File: config.mk
export PLATFORM = sky130hd
export DESIGN_NAME = loop_branch_unit
export DESIGN_NICKNAME = d
export VERILOG_FILES = /design/src/rtl/lbu_pkg.sv /design/src/rtl/lbu_target_calc.sv /design/src/rtl/lbu_count_unit.sv /design/src/rtl/lbu_ip_sel.sv /design/src/rtl/loop_branch_unit.sv
export SDC_FILE = /design/constraint.sdc
export NUM_CORES = 1
export LEC_CHECK = 0
export BUFFER_PORTS_ARGS = -buffer_cell sky130_fd_sc_hd__buf_4
export CORE_AREA = 2 2 151 153
export DETAILED_ROUTE_END_ITERATION = 12
export DIE_AREA = 0 0 153 155
export GPL_TIMING_DRIVEN = 0
export SYNTH_ARGS = -nofsm -noshare
export SYNTH_HDL_FRONTEND = slang
export SYNTH_HIERARCHICAL = 1
export SYNTH_SLANG_ARGS = --single-unit
File: constraint.sdc
create_clock -name clk -period 6.4 [get_ports clk]
set_input_delay 0.96 -clock clk [delete_from_list [all_inputs] [get_ports clk]]
set_output_delay 0.96 -clock clk [all_outputs]
set_load 0.03 [all_outputs]
File: src/rtl/lbu_pkg.sv
package lbu_pkg;

  typedef enum logic [1:0] {
    K_SEQ  = 2'b00,
    K_JUMP = 2'b01,
    K_LOOP = 2'b10,
    K_RSVD = 2'b11
  } step_kind_e;

endpackage

File: src/rtl/lbu_target_calc.sv
module lbu_target_calc #(
  parameter int IP_W  = 32,
  parameter int LEN_W = 4,
  parameter int OFS_W = 8
) (
  input  logic [IP_W-1:0]  ip_cur,
  input  logic [LEN_W-1:0] len,
  input  logic [OFS_W-1:0] ofs,
  output logic [IP_W-1:0]  fall_addr,
  output logic [IP_W-1:0]  tgt_addr
);

  localparam int EXT_W = IP_W - OFS_W;

  // first byte after the current instruction
  function automatic logic [IP_W-1:0] f_after(input logic [IP_W-1:0] p,
                                              input logic [LEN_W-1:0] l);
    return p + IP_W'(l);
  endfunction

  // two's complement displacement widened to the position width
  function automatic logic [IP_W-1:0] f_sext(input logic [OFS_W-1:0] d);
    return {{EXT_W{d[OFS_W-1]}}, d};
  endfunction

  always_comb begin
    fall_addr = f_after(ip_cur, len);
    tgt_addr  = fall_addr + f_sext(ofs);
  end

endmodule

File: src/rtl/lbu_count_unit.sv
module lbu_count_unit #(
  parameter int CNT_W = 32
) (
  input  logic             clk,
  input  logic             rst_n,
  input  logic             dec_en,
  input  logic             load_en,
  input  logic [CNT_W-1:0] load_val,
  output logic [CNT_W-1:0] cnt_q,
  output logic [CNT_W-1:0] cnt_dec,
  output logic             dec_nz
);

  localparam logic [CNT_W-1:0] ONE = CNT_W'(1);

  function automatic logic [CNT_W-1:0] f_dec(input logic [CNT_W-1:0] c);
    return c - ONE;
  endfunction

  // the decremented count is nonzero exactly when the current count is not one
  function automatic logic f_survives(input logic [CNT_W-1:0] c);
    return c != ONE;
  endfunction

  always_comb begin
    cnt_dec = f_dec(cnt_q);
    dec_nz  = f_survives(cnt_q);
  end

  always_ff @(posedge clk or negedge rst_n) begin
    if (!rst_n)       cnt_q <= '0;
    else if (load_en) cnt_q <= load_val;
    else if (dec_en)  cnt_q <= cnt_dec;
  end

endmodule

File: src/rtl/lbu_ip_sel.sv
module lbu_ip_sel #(
  parameter int IP_W = 32
) (
  input  logic                    clk,
  input  logic                    rst_n,
  input  logic                    step_valid,
  input  lbu_pkg::step_kind_e     kind,
  input  logic                    loop_taken,
  input  logic [IP_W-1:0]         fall_addr,
  input  logic [IP_W-1:0]         tgt_addr,
  output logic [IP_W-1:0]         ip_q
);
  import lbu_pkg::*;

  logic [IP_W-1:0] ip_nxt;

  always_comb begin
    unique case (kind)
      K_JUMP:  ip_nxt = tgt_addr;
      K_LOOP:  ip_nxt = loop_taken ? tgt_addr : fall_addr;
      default: ip_nxt = fall_addr;
    endcase
  end

  always_ff @(posedge clk or negedge rst_n) begin
    if (!rst_n)          ip_q <= '0;
    else if (step_valid) ip_q <= ip_nxt;
  end

endmodule

File: src/rtl/loop_branch_unit.sv
module loop_branch_unit #(
  parameter int IP_W  = 32,
  parameter int CNT_W = 32,
  parameter int LEN_W = 4,
  parameter int OFS_W = 8
) (
  input  logic             clk,
  input  logic             rst_n,
  input  logic             step_valid,
  input  logic [1:0]       step_kind,
  input  logic [LEN_W-1:0] step_len,
  input  logic [OFS_W-1:0] step_ofs,
  input  logic             cnt_load,
  input  logic [CNT_W-1:0] cnt_load_val,
  output logic [IP_W-1:0]  ip_q,
  output logic [CNT_W-1:0] cnt_q
);
  import lbu_pkg::*;

  step_kind_e      kind;
  logic            is_loop;
  logic            loop_taken;
  logic            dec_nz;
  logic [CNT_W-1:0] cnt_dec;
  logic [IP_W-1:0] fall_addr;
  logic [IP_W-1:0] tgt_addr;

  assign kind       = step_kind_e'(step_kind);
  assign is_loop    = step_valid && (kind == K_LOOP);
  assign loop_taken = is_loop && dec_nz;

  lbu_target_calc #(.IP_W(IP_W), .LEN_W(LEN_W), .OFS_W(OFS_W)) u_tgt (
    .ip_cur    (ip_q),
    .len       (step_len),
    .ofs       (step_ofs),
    .fall_addr (fall_addr),
    .tgt_addr  (tgt_addr)
  );

  lbu_count_unit #(.CNT_W(CNT_W)) u_cnt (
    .clk      (clk),
    .rst_n    (rst_n),
    .dec_en   (is_loop),
    .load_en  (cnt_load),
    .load_val (cnt_load_val),
    .cnt_q    (cnt_q),
    .cnt_dec  (cnt_dec),
    .dec_nz   (dec_nz)
  );

  lbu_ip_sel #(.IP_W(IP_W)) u_ip (
    .clk        (clk),
    .rst_n      (rst_n),
    .step_valid (step_valid),
    .kind       (kind),
    .loop_taken (loop_taken),
    .fall_addr  (fall_addr),
    .tgt_addr   (tgt_addr),
    .ip_q       (ip_q)
  );

endmodule

Word-level counts from Yosys, hierarchy flattened

Index checks and enable logic that the tools add are counted.
W data, S select, Z words.

Equal/unequal tests: 3
Mux-type cells: 4
Reduce and logical (&&, ||, !) cells: 3
$add $sub $neg: 3

Operators by type and width:

| cell                    | number |
|---|---|
| $mux W32                | 3 |
| $pmux W32 S2            | 1 |
| $add A32 B32 Y32        | 1 |
| $add A32 B4 Y32         | 1 |
| $ne A32 B1 Y1 const B   | 1 |
| $sub A32 B1 Y32 const B | 1 |
| $eq A2 B1 Y1 const B    | 1 |
| $eq A2 B2 Y1 const B    | 1 |
| $logic_and A1 B1 Y1     | 2 |
| $reduce_bool A2 Y1      | 1 |

Logic and storage cells: 15
Register bits after elaboration: 64
Input port bits: 50
Output and inout bits: 64

Depth between registers and ports, before layout

Gate-level depths: netlist of the first run.

Depth in word-level cells: 5
Mapped depth: 18
Mapped depth without buffers: 18

Modules after synthesis

The synthesis of the first run kept the hierarchy.

Modules (own cells, without submodules):

| module           | seq. area each (um^2) | area an instance (um^2) | cells an instance | instances |
|---|---|---|---|---|
| lbu_count_unit   | 800.8                 | 2513.7                  | 312               | 1 |
| lbu_target_calc  | 0.0                   | 2402.3                  | 332               | 1 |
| lbu_ip_sel       | 800.8                 | 1581.5                  | 115               | 1 |
| loop_branch_unit | 0.0                   | 20.0                    | 2                 | 1 |

Least setup slack after synthesis of the first run

OpenSTA, ideal clock, no wires.

Path type: in2reg
Start point: input port step_len[0]
End point: register u_ip.ip_q[29]
Buffers on the path: 1
Stages on the path: 17
Data arrival time: 4.337 ns
Path slack: 1.985 ns
Required time: 6.322 ns
Setup time: 0.078 ns
Path through: ha_1 fa_1 a21o_1 a21oi_1 nor2_1 nand4_1 xnor2_1 ha_1 buf_6 a21oi_4 o21ai_2 or3_1 or3b_1 a31oi_1 a31o_2 mux2i_1 o2bb2ai_1

Cells in the longest elaborated chain, start to end: 4

Ends and longest elaborated chain:

| what                   | RTL line               | text |
|---|---|---|
| start: declaration     | loop_branch_unit.sv:11 | `input logic [LEN_W-1:0] step_len,` |
| $add A32 B4 Y32 (*)    | lbu_target_calc.sv:18  | `return p + IP_W'(l);` |
| via fall_addr[16]      | loop_branch_unit.sv:25 | `logic [IP_W-1:0] fall_addr;` |
| $add A32 B32 Y32 (*)   | lbu_target_calc.sv:28  | `tgt_addr = fall_addr + f_sext(ofs);` |
| via tgt_addr[29]       | loop_branch_unit.sv:26 | `logic [IP_W-1:0] tgt_addr;` |
| $mux W32               | lbu_ip_sel.sv:20       | `K_LOOP: ip_nxt = loop_taken ? tgt_addr : fall_addr;` |
| $pmux W32 S2 (*)       | lbu_ip_sel.sv:18       | `unique case (kind)` |
| end signal: assignment | lbu_ip_sel.sv:27       | `else if (step_valid) ip_q <= ip_nxt;` |
| end: declaration       | lbu_ip_sel.sv:11       | `output logic [IP_W-1:0] ip_q` |

The timed path passes the listed nets; every way through them passes the cells marked *.
A chain may end at the register's enable or synchronous reset.

Worst setup path after layout of the first run

Ends and elaborated chain as after synthesis.

==> results by group, run 1 <==
Layout
  • Final Util: roughly a third
  • Fillers: 2350
  • P&R area growth vs syn: 24.24%
  • Register area: around 1600 um2
  • Fin nets: 914
  • Layout cells sized above 1: roughly 22%
  • Multi-input gate area: 4164 um2
  • Ant diodes: 0

Clocking
  • CTS tree: yes
  • Clock sink count: 64
  • Clk_lat worst skew: 0.35 ns
  • Clock Pin Slew Worst Setup and Hold Paths: ~0.060 ns
  • Post-CTS setup buffer count: 0
  • CTS resizes: 0
  • Hold_buf cts: 0
  • Clock buffer depth: 2
  • Root buffer cell: clkbuf_16
  • H-tree lvl count: 3
  • Cts bufs inserted: 9

Worst setup path
  • Crit Path Class: primary input to flip-flop
  • Crit path max fanout: 7
  • WP data required: 6.67 ns
  • Crit path DAT: ~5.3 ns
  • Crit. End Element: flip-flop
  • Startpoint types: primary input

STA
  • Setup ws final: around 1.4 ns
  • Fmax: approximately 200 MHz
  • Final hold violations: 0
  • Fin crit share: 78.26%
  • Final Critical Period: between 5 and 6 ns
  • Min Hold Slack: slightly below 0.6 ns
  • Final Skew: approximately 0.011 ns
  • Final setup TNS: 0 ns
  • RSZ-0062 raised after global routing: false
  • Finish-stage setup viols: 0
  • Slew Limit Headroom: 40.96%
  • Tightest Pin Transition: a little under 0.9 ns
  • Fin. max-slew vios: 0

Floorplan
  • Die width: approximately 150 um
  • Die area: 23720 um2
  • Chip height: 155 um
  • Area of the core: roughly 22000 um2
  • Row cnt: 55
  • Top Ports: roughly 110
  • Starting density of the core: a little over a quarter

Worst hold path
  • Hold WC Path Type: flip-flop to flip-flop

Synthesis
  • Syn_area_per_cell: roughly 8.7 um2
  • Cell Area, Synth: roughly 6000 um2
  • Post-Synthesis Cells: 700
  • Synth warnings: 6
  • Syn nets: between 700 and 800

Power
  • Leakage dissipation: 3.248 nW
  • Worst vdd ir: 0.1272 mV
  • Pwr Density: about 380 nW/um2

Detailed routing
  • DR vias: 5860
  • Routed WL: about 19000 um
  • Remaining DRCs: 0
  • DR vias/cell: ~5.3
  • 1st-pass router iterations: 4
  • DRT iter0 DRCs: around 320
  • ANT nets after route: 0
  • Routed length per instance: roughly 17 um

GRT
  • Vias in the first global route: approximately 5700
  • Total track usage: 15.78%
  • Initial antenna violation count: 0
  • Largest net degree at the start of global routing: 65
  • First-pass GRT wire length: ~30000 um
  • Gr ovfl total: 0

Status
  • Status: complete, no violations

Job
  • Max-Cap Viols: 0

Place
  • Input/output buffers: between 100 and 150
  • DP HPWL: about 14000 um
  • Placer congestion estimate: about 0.88
  • Pre-CTS setup slack: between 1 and 1.5 ns
routing by layer:
layer	part of all wire, %	GRT usage [%]	up-vias
li1	-	-	2877
met1	46	21.17	2755
met2	45	25.15	211
met3	7.7	4.624	17
met4	1.0	3.616	0
met5	0	0	-
worst max-delay path, stage by stage:
cell and delay [ns]:
buf_4 0.08, ha_1 0.21, fa_1 0.24, a21o_1 0.14
a21oi_1 0.17, nor4_1 0.80, nand3_1 0.19, xnor2_1 0.24
ha_1 0.36, a21oi_2 0.23, o21ai_1 0.11, or3_1 0.31
or3b_1 0.39, a31oi_1 0.28, a31o_2 0.25, mux2i_1 0.19
o2bb2ai_1 0.12
cell type report:
type	instances	share of cell area (%)
buffer	43	3.695
clock buffer	10	3.150
clock inverter	6	0.5773
inverter	16	0.7917
multi-input combinational	577	54.89
sequential	64	21.11
tap	285	4.701
timing repair buffer	112	11.08
per-stage QoR:
step                      cell area, um2  total power, mW  std cells
after floorplan                     6106            1.901        700
after global placement              7303            2.365       1097
after detailed placement            7303            2.386       1097
after CTS                           7586            2.890       1113
after global routing                7586            3.096       1113
final                               7586            2.870       1113
report_power, final:
group | leakage [nW] | switching, mW | internal (mW)
clock network | 0.127 | 0.211 | 0.273
registers | 0.795 | 0.151 | 0.505
logic | 2.33 | 1.00 | 0.725
path summary, 6_finish.rpt:
check | from | to | slack, ns | cells past startpoint
worst max-delay path | step_len[0] | u_ip/ip_q[29]$_DFFE_PN0P_ | 1.39 | 17
worst min-delay path | u_ip/ip_q[2]$_DFFE_PN0P_ | u_ip/ip_q[2]$_DFFE_PN0P_ | 0.59 | 2
worst max register to register | u_ip/ip_q[0]$_DFFE_PN0P_ | u_ip/ip_q[29]$_DFFE_PN0P_ | 1.68 | 16
worst min register to register | u_ip/ip_q[2]$_DFFE_PN0P_ | u_ip/ip_q[2]$_DFFE_PN0P_ | 0.59 | 2
max in group asynchronous | rst_n | u_cnt/cnt_q[10]$_DFFE_PN0P_ | 5.08 | 1
min in group asynchronous | rst_n | u_ip/ip_q[12]$_DFFE_PN0P_ | 0.73 | 1
placed cells by master (no fill, tap or decap), types with 4 or more instances in the layout:
cell and n:
nor4_1 12, inv_1 16, xor2_1 30, or4_4 4, a31oi_1 21, nor3_1 13
o2bb2ai_1 33, buf_4 117, a21o_1 11, o211ai_1 7, nand3_1 26, mux2i_1 33
clkinvlp_4 4, ha_1 39, xnor2_1 41, clkbuf_1 20, nand4_1 16, clkbuf_16 9
buf_2 5, nand2_1 59, a211oi_1 5, o31ai_1 13, o21a_1 4, and3_1 8
nor2_1 48, o21ai_0 33, a21oi_1 26, or4_1 19, buf_6 11, nand2b_1 4
dfrtp_1 64, or3_1 5, or2_2 5
registers in the layout, summed over array words and instances, names as in the netlist:
register     flops
u_cnt/cnt_q     32
u_ip/ip_q       32
Power figures use the tool's default switching activity.
==> inputs of run 2 (changes only) <==
--- a/config.mk
+++ b/config.mk
@@ -5,10 +5,11 @@
 export SDC_FILE = /design/constraint.sdc
 export NUM_CORES = 1
 export LEC_CHECK = 0
+export ABC_AREA = 1
 export BUFFER_PORTS_ARGS = -buffer_cell sky130_fd_sc_hd__buf_4
-export CORE_AREA = 2 2 151 153
+export CORE_AREA = 2 2 159 161
 export DETAILED_ROUTE_END_ITERATION = 12
-export DIE_AREA = 0 0 153 155
+export DIE_AREA = 0 0 161 163
 export GPL_TIMING_DRIVEN = 0
 export SYNTH_ARGS = -nofsm -noshare
 export SYNTH_HDL_FRONTEND = slang
==> constraint.sdc (replaced) <==
create_clock -name clk -period 4.5 [get_ports clk]
set_input_delay 0.675 -clock clk [delete_from_list [all_inputs] [get_ports clk]]
set_output_delay 0.675 -clock clk [all_outputs]
set_load 0.03 [all_outputs]
==> results by group, run 2 <==
Clocking
  • H-tree lvl count: 3
  • Clk_lat worst skew: around 0.33 ns
  • CTS tree: yes
  • Root buffer cell: clkbuf_16
  • Clock buffer depth: 2
  • Cts bufs inserted: 9
  • Hold_buf cts: 0
  • Clock sink count: between 60 and 70
  • Clock Pin Slew Worst Setup and Hold Paths: 0.06 ns
  • CTS resizes: 0
  • Post-CTS setup buffer count: 0

Detailed routing
  • Routed WL: 24620 um
  • DR vias: about 7700
  • DR vias/cell: 4.774
  • ANT nets after route: 0
  • Routed length per instance: roughly 15 um
  • 1st-pass router iterations: 5
  • DRT iter0 DRCs: ~620
  • Remaining DRCs: 0

Worst setup path
  • CP top delay family: simple AND/OR/NAND/NOR gates
  • Buffers & Inverters on Critical Path: 2
  • Crit path DAT: about 4.2 ns
  • Critical Path, Cell by Cell: buf_4 > ha_1 > fa_1 > nand3_1 > nand3_2 > nand2_2 > nor3_4 > nand2_2 > inv_1 > nand2_1 > xnor2_1 > ha_1 > a21oi_1 > nand2_1 > a21oi_1 > nand2_1 > a21oi_1 > xor2_1 > nand3_1 > nand2_1 > nand2_1 > nand2_1
  • Most used cell, CP: nand2_1
  • Critical Path Stages: 22
  • Crit path max fanout: 6
  • R2R depth: 21
  • WP data required: 4.77 ns
  • Startpoint types: primary input
  • Crit Path Class: primary input to flip-flop
  • Slowest stage delay, CP: approximately 0.34 ns
  • Crit. End Element: flip-flop
  • Crit-path slowest cell: ha_1

Power
  • Leakage dissipation: between 4 and 5 nW
  • Pwr Total: roughly 3.7 mW
  • Pwr Density: 421.7 nW/um2
  • Worst vdd ir: about 0.15 mV

Place
  • DP HPWL: between 20000 and 25000 um
  • Post-Place Cell Area: between 8000 and 9000 um2
  • Placer congestion estimate: about 0.95
  • DP Cell Count: around 1600
  • Input/output buffers: roughly 110
  • Pre-CTS setup slack: roughly 0.31 ns

Layout
  • Leading cell type in the layout, fill and taps excluded: nand2_1
  • Final Util: 35.19%
  • Most frequent cells in the layout: nand2_1, inv_1, buf_4, nor2_1, nand3_1
  • P&R area growth vs syn: 21.35%
  • Largest regs: u_cnt/cnt_q x32, u_ip/ip_q x32
  • Post-Layout Cell Count: approximately 1600
  • Layout cells sized above 1: 15.94%
  • Fin nets: approximately 1400
  • Post-route cell area: 8683 um2
  • Ant diodes: 0

STA
  • Tightest Pin Transition: around 0.84 ns
  • RSZ-0062 raised after global routing: false
  • Fmax: between 200 and 300 MHz
  • Setup ws final: 0.5469 ns
  • Finish-stage setup viols: 0
  • Fin crit share: between 80 and 90%
  • Final hold violations: 0
  • Final setup TNS: 0 ns
  • Final Skew: 0.01120 ns
  • Fin. max-slew vios: 0
  • Slew Limit Headroom: between 40 and 50%
  • Final Critical Period: between 3 and 4 ns
  • Min Hold Slack: roughly 0.46 ns

Synthesis
  • Cell Area, Synth: just over 7000 um2
  • Post-Synthesis Cells: 1159
  • Syn_area_per_cell: 6.174 um2
  • Syn nets: ~1300
  • Synth warnings: 6

Floorplan
  • Die area: 26240 um2
  • Row cnt: just under 60
  • Area of the core: between 20000 and 25000 um2
  • Die width: 161 um
  • Starting density of the core: ~29%
  • Chip height: 163 um
  • Top Ports: 114

GRT
  • Total track usage: between 10% and 20%
  • Largest net degree at the start of global routing: 65
  • First-pass GRT wire length: approximately 38000 um
  • Initial antenna violation count: 0
  • Gr ovfl total: 0
  • Vias in the first global route: 7345

Worst hold path
  • Hold WC Path Type: primary input to asynchronous set/reset pin

Job
  • Max-Cap Viols: 0

Status
  • Status: complete, no violations
-- run 2: layer usage --
layer  GRT usage [%]  up-vias  share of wire [%]
met5               0        -                  0
met4           5.519        0                2.3
met3           2.012       37                5.2
met2           32.11      218                 48
met1           24.43     3514                 45
li1                -     3945                  -
-- run 2: worst register-to-register path, cell delays in order, from the launching register on --
cell     delay, ns
dfrtp_1       0.38
ha_1          0.22
fa_1          0.24
nand3_1       0.14
nand3_2       0.13
nand2_2       0.08
nor3_4        0.28
nand2_2       0.15
inv_1         0.08
nand2_1       0.06
xnor2_1       0.25
ha_1          0.34
a21oi_1       0.26
nand2_1       0.13
a21oi_1       0.13
nand2_1       0.15
a21oi_1       0.32
xor2_1        0.26
nand3_1       0.11
nand2_1       0.06
nand2_1       0.05
nand2_1       0.08
-- run 2: power breakdown --
group          internal (mW)  switching [mW]
logic                  0.730            1.39
clock network          0.398           0.260
registers              0.682           0.206
total                   1.81            1.85
-- run 2: layout make-up --
| type | count | area [um2] |
|---|---|---|
| fill | 2724 | 15990 |
| timing repair buffer | 112 | 840.8 |
| tap | 330 | 412.9 |
| multi-input combinational | 949 | 4941 |
| buffer | 25 | 158.9 |
| sequential | 64 | 1602 |
| clock buffer | 12 | 256.5 |
| clock inverter | 3 | 17.52 |
| inverter | 121 | 454.2 |
-- run 2: path summary, 6_finish.rpt --
path	from	end	slack [ns]
setup / recovery	step_len[0]	u_ip/ip_q[23]$_DFFE_PN0P_	0.55
hold / removal	rst_n	u_cnt/cnt_q[27]$_DFFE_PN0P_	0.46
setup reg to reg	u_ip/ip_q[0]$_DFFE_PN0P_	u_ip/ip_q[23]$_DFFE_PN0P_	0.55
max in group asynchronous	rst_n	u_ip/ip_q[6]$_DFFE_PN0P_	3.50
min in group clk	u_ip/ip_q[2]$_DFFE_PN0P_	u_ip/ip_q[2]$_DFFE_PN0P_	0.52
hold reg to reg	u_ip/ip_q[2]$_DFFE_PN0P_	u_ip/ip_q[2]$_DFFE_PN0P_	0.52
==> inputs of run 3 (changes only) <==
--- a/config.mk
+++ b/config.mk
@@ -7,10 +7,11 @@
 export LEC_CHECK = 0
 export ABC_AREA = 1
 export BUFFER_PORTS_ARGS = -buffer_cell sky130_fd_sc_hd__buf_4
-export CORE_AREA = 2 2 159 161
+export CORE_AREA = 2 2 189 135
 export DETAILED_ROUTE_END_ITERATION = 12
-export DIE_AREA = 0 0 161 163
+export DIE_AREA = 0 0 191 137
 export GPL_TIMING_DRIVEN = 0
+export HOLD_SLACK_MARGIN = 0.15
 export SYNTH_ARGS = -nofsm -noshare
 export SYNTH_HDL_FRONTEND = slang
 export SYNTH_HIERARCHICAL = 1
==> results by group, run 3 (synthesis results as in run 2) <==
Status
  • Status: complete, no violations

Layout
  • Most frequent cells in the layout: nand2_1, inv_1, buf_4, nor2_1, nand3_1
  • P&R area growth vs syn: 21.63%
  • Largest regs: u_cnt/cnt_q x32, u_ip/ip_q x32
  • Leading cell type in the layout, fill and taps excluded: nand2_1
  • Ant diodes: 0
  • Fin nets: 1373
  • Layout cells sized above 1: roughly 16%

Detailed routing
  • DR vias/cell: 4.931
  • Remaining DRCs: 0
  • DR vias: between 7000 and 8000
  • ANT nets after route: 0
  • Routed length per instance: 16.62 um
  • DRT iter0 DRCs: a little over 700
  • 1st-pass router iterations: 5
  • Routed WL: ~27000 um

Floorplan
  • Row cnt: 48
  • Die area: approximately 26000 um2
  • Area of the core: 24320 um2
  • Starting density of the core: 29.42%
  • Die width: 191 um
  • Top Ports: 114
  • Chip height: roughly 140 um

Job
  • Max-Cap Viols: 0

Worst setup path
  • Crit path DAT: roughly 4.3 ns
  • Worst r2r src: u_ip/ip_q[0]$_DFFE_PN0P_
  • CP startpoint: u_ip/ip_q[0]$_DFFE_PN0P_
  • Critical Path Stages: 24
  • Crit. End Element: flip-flop
  • Crit path max fanout: 5
  • Most used cell, CP: nand2_1
  • Buffers & Inverters on Critical Path: 3
  • CP top delay family: simple AND/OR/NAND/NOR gates
  • Crit-path slowest cell: dfrtp_1
  • WP data required: 4.74 ns
  • R2R depth: 24
  • Critical Path, Cell by Cell: ha_1 > fa_1 > nand3_1 > nand3_2 > nand2_2 > nor2_1 > nand2_1 > xor2_1 > inv_1 > ha_1 > nand2_1 > inv_1 > a21oi_1 > nand2_1 > nand2_1 > nand2_1 > a21oi_1 > inv_1 > nand2_1 > nand2_1 > nand3_1 > nand2_1 > nand2_1 > nand2_1
  • Startpoint types: flip-flop
  • Crit Path Class: flip-flop to flip-flop
  • Slowest stage delay, CP: between 0.3 and 0.4 ns

Power
  • Leakage dissipation: ~4.7 nW
  • P_int: 1.871 mW
  • Sw Pwr: approximately 1.9 mW
  • Net Sw Frac: about 50%
  • Combinational power share: between 50% and 60%
  • Part of the power in registers: 23.9%
  • Worst vdd ir: between 0.3 and 0.4 mV
  • Pwr Density: 429.0 nW/um2
  • Pwr Total: between 3 and 4 mW
  • Clock group share of total power: 19.6%

Clocking
  • Clk_lat worst skew: approximately 0.35 ns
  • Cts bufs inserted: 9
  • Clock sink count: between 60 and 70
  • H-tree lvl count: 3
  • Clock Pin Slew Worst Setup and Hold Paths: roughly 0.06 ns
  • CTS resizes: 0
  • Clock buffer depth: 2
  • Hold_buf cts: 0
  • Post-CTS setup buffer count: 0
  • CTS tree: yes
  • Root buffer cell: clkbuf_16

Place
  • DP HPWL: 22090 um
  • Input/output buffers: roughly 110
  • Placer congestion estimate: 0.9992

STA
  • Final Critical Period: about 4 ns
  • Final hold violations: 0
  • Final setup TNS: 0 ns
  • Slew Limit Headroom: approximately 40%
  • Fmax: between 200 and 250 MHz
  • Finish-stage setup viols: 0
  • Fin crit share: between 80% and 90%
  • Fin. max-slew vios: 0
  • Final Skew: 0.01138 ns
  • RSZ-0062 raised after global routing: false
  • Tightest Pin Transition: 0.8984 ns

GRT
  • First-pass GRT wire length: 41630 um
  • Initial antenna violation count: 0
  • Vias in the first global route: 7280
  • Gr ovfl total: 0
  • Total track usage: 20.93%
  • Largest net degree at the start of global routing: 65

Worst hold path
  • Hold WC Path Type: primary input to asynchronous set/reset pin
## run 3: cell count changes in the layout (fill, tap and decap cells not counted), sizes merged
cell / before / now
clkinvlp: 1 / 0
bufinv: 0 / 1
clkbuf: 17 / 18
## run 3: final timing paths
| check | to | slack [ns] |
|---|---|---|
| setup / recovery | u_ip/ip_q[31]$_DFFE_PN0P_ | 0.48 |
| hold / removal | u_ip/ip_q[2]$_DFFE_PN0P_ | 0.46 |
| setup reg to reg | u_ip/ip_q[31]$_DFFE_PN0P_ | 0.48 |
| hold reg to reg | u_ip/ip_q[0]$_DFFE_PN0P_ | 0.54 |
| max in group asynchronous | u_ip/ip_q[26]$_DFFE_PN0P_ | 3.45 |
| min in group clk | u_ip/ip_q[0]$_DFFE_PN0P_ | 0.54 |
## run 3: metal layers
metal	up-vias	global-route usage (%)	wire (um)	part of all wire, %
met2	272	28.12	10170	38
met4	0	3.316	214	0.80
met1	3705	32.83	13870	52
li1	3957	-	-	-
met3	14	5.615	2534	9.5
met5	-	0	0	0
## run 3: final cells by class
type,instances,area [um2]
fill,2706,15620
multi-input combinational,949,4941
sequential,64,1602
timing repair buffer,112,840.8
inverter,121,454.2
tap,325,406.6
clock buffer,13,260.3
buffer,25,158.9
clock inverter,3,40.04
## run 3: per-stage QoR
step | instances | hold WS [ns] | instance area, um2 | util, % | setup WS, ns
2_1_floorplan | 1159 | 0.3794 | 7156 | - | 1.172
3_3_place_gp | 1596 | 0.5085 | 8403 | 34.55 | 0.2480
3_5_place_dp | 1596 | 0.5160 | 8403 | 34.55 | 0.2501
4_1_cts | 1612 | 0.4975 | 8703 | 35.78 | 0.5965
5_1_grt | 1612 | 0.5301 | 8703 | 35.78 | 0.1673
6_report | 1612 | 0.4601 | 8703 | 35.78 | 0.4824
## run 3: power by group through the flow
| stage | Sequential [mW] | Clock, mW | Combinational, mW |
|---|---|---|---|
| floorplan | 1.04 | 0 | 1.26 |
| global placement | 0.901 | 0 | 2.07 |
| detailed placement | 0.901 | 0 | 2.07 |
| CTS | 0.893 | 0.749 | 2.09 |
| global route | 0.917 | 0.765 | 2.34 |
| finish | 0.894 | 0.733 | 2.11 |
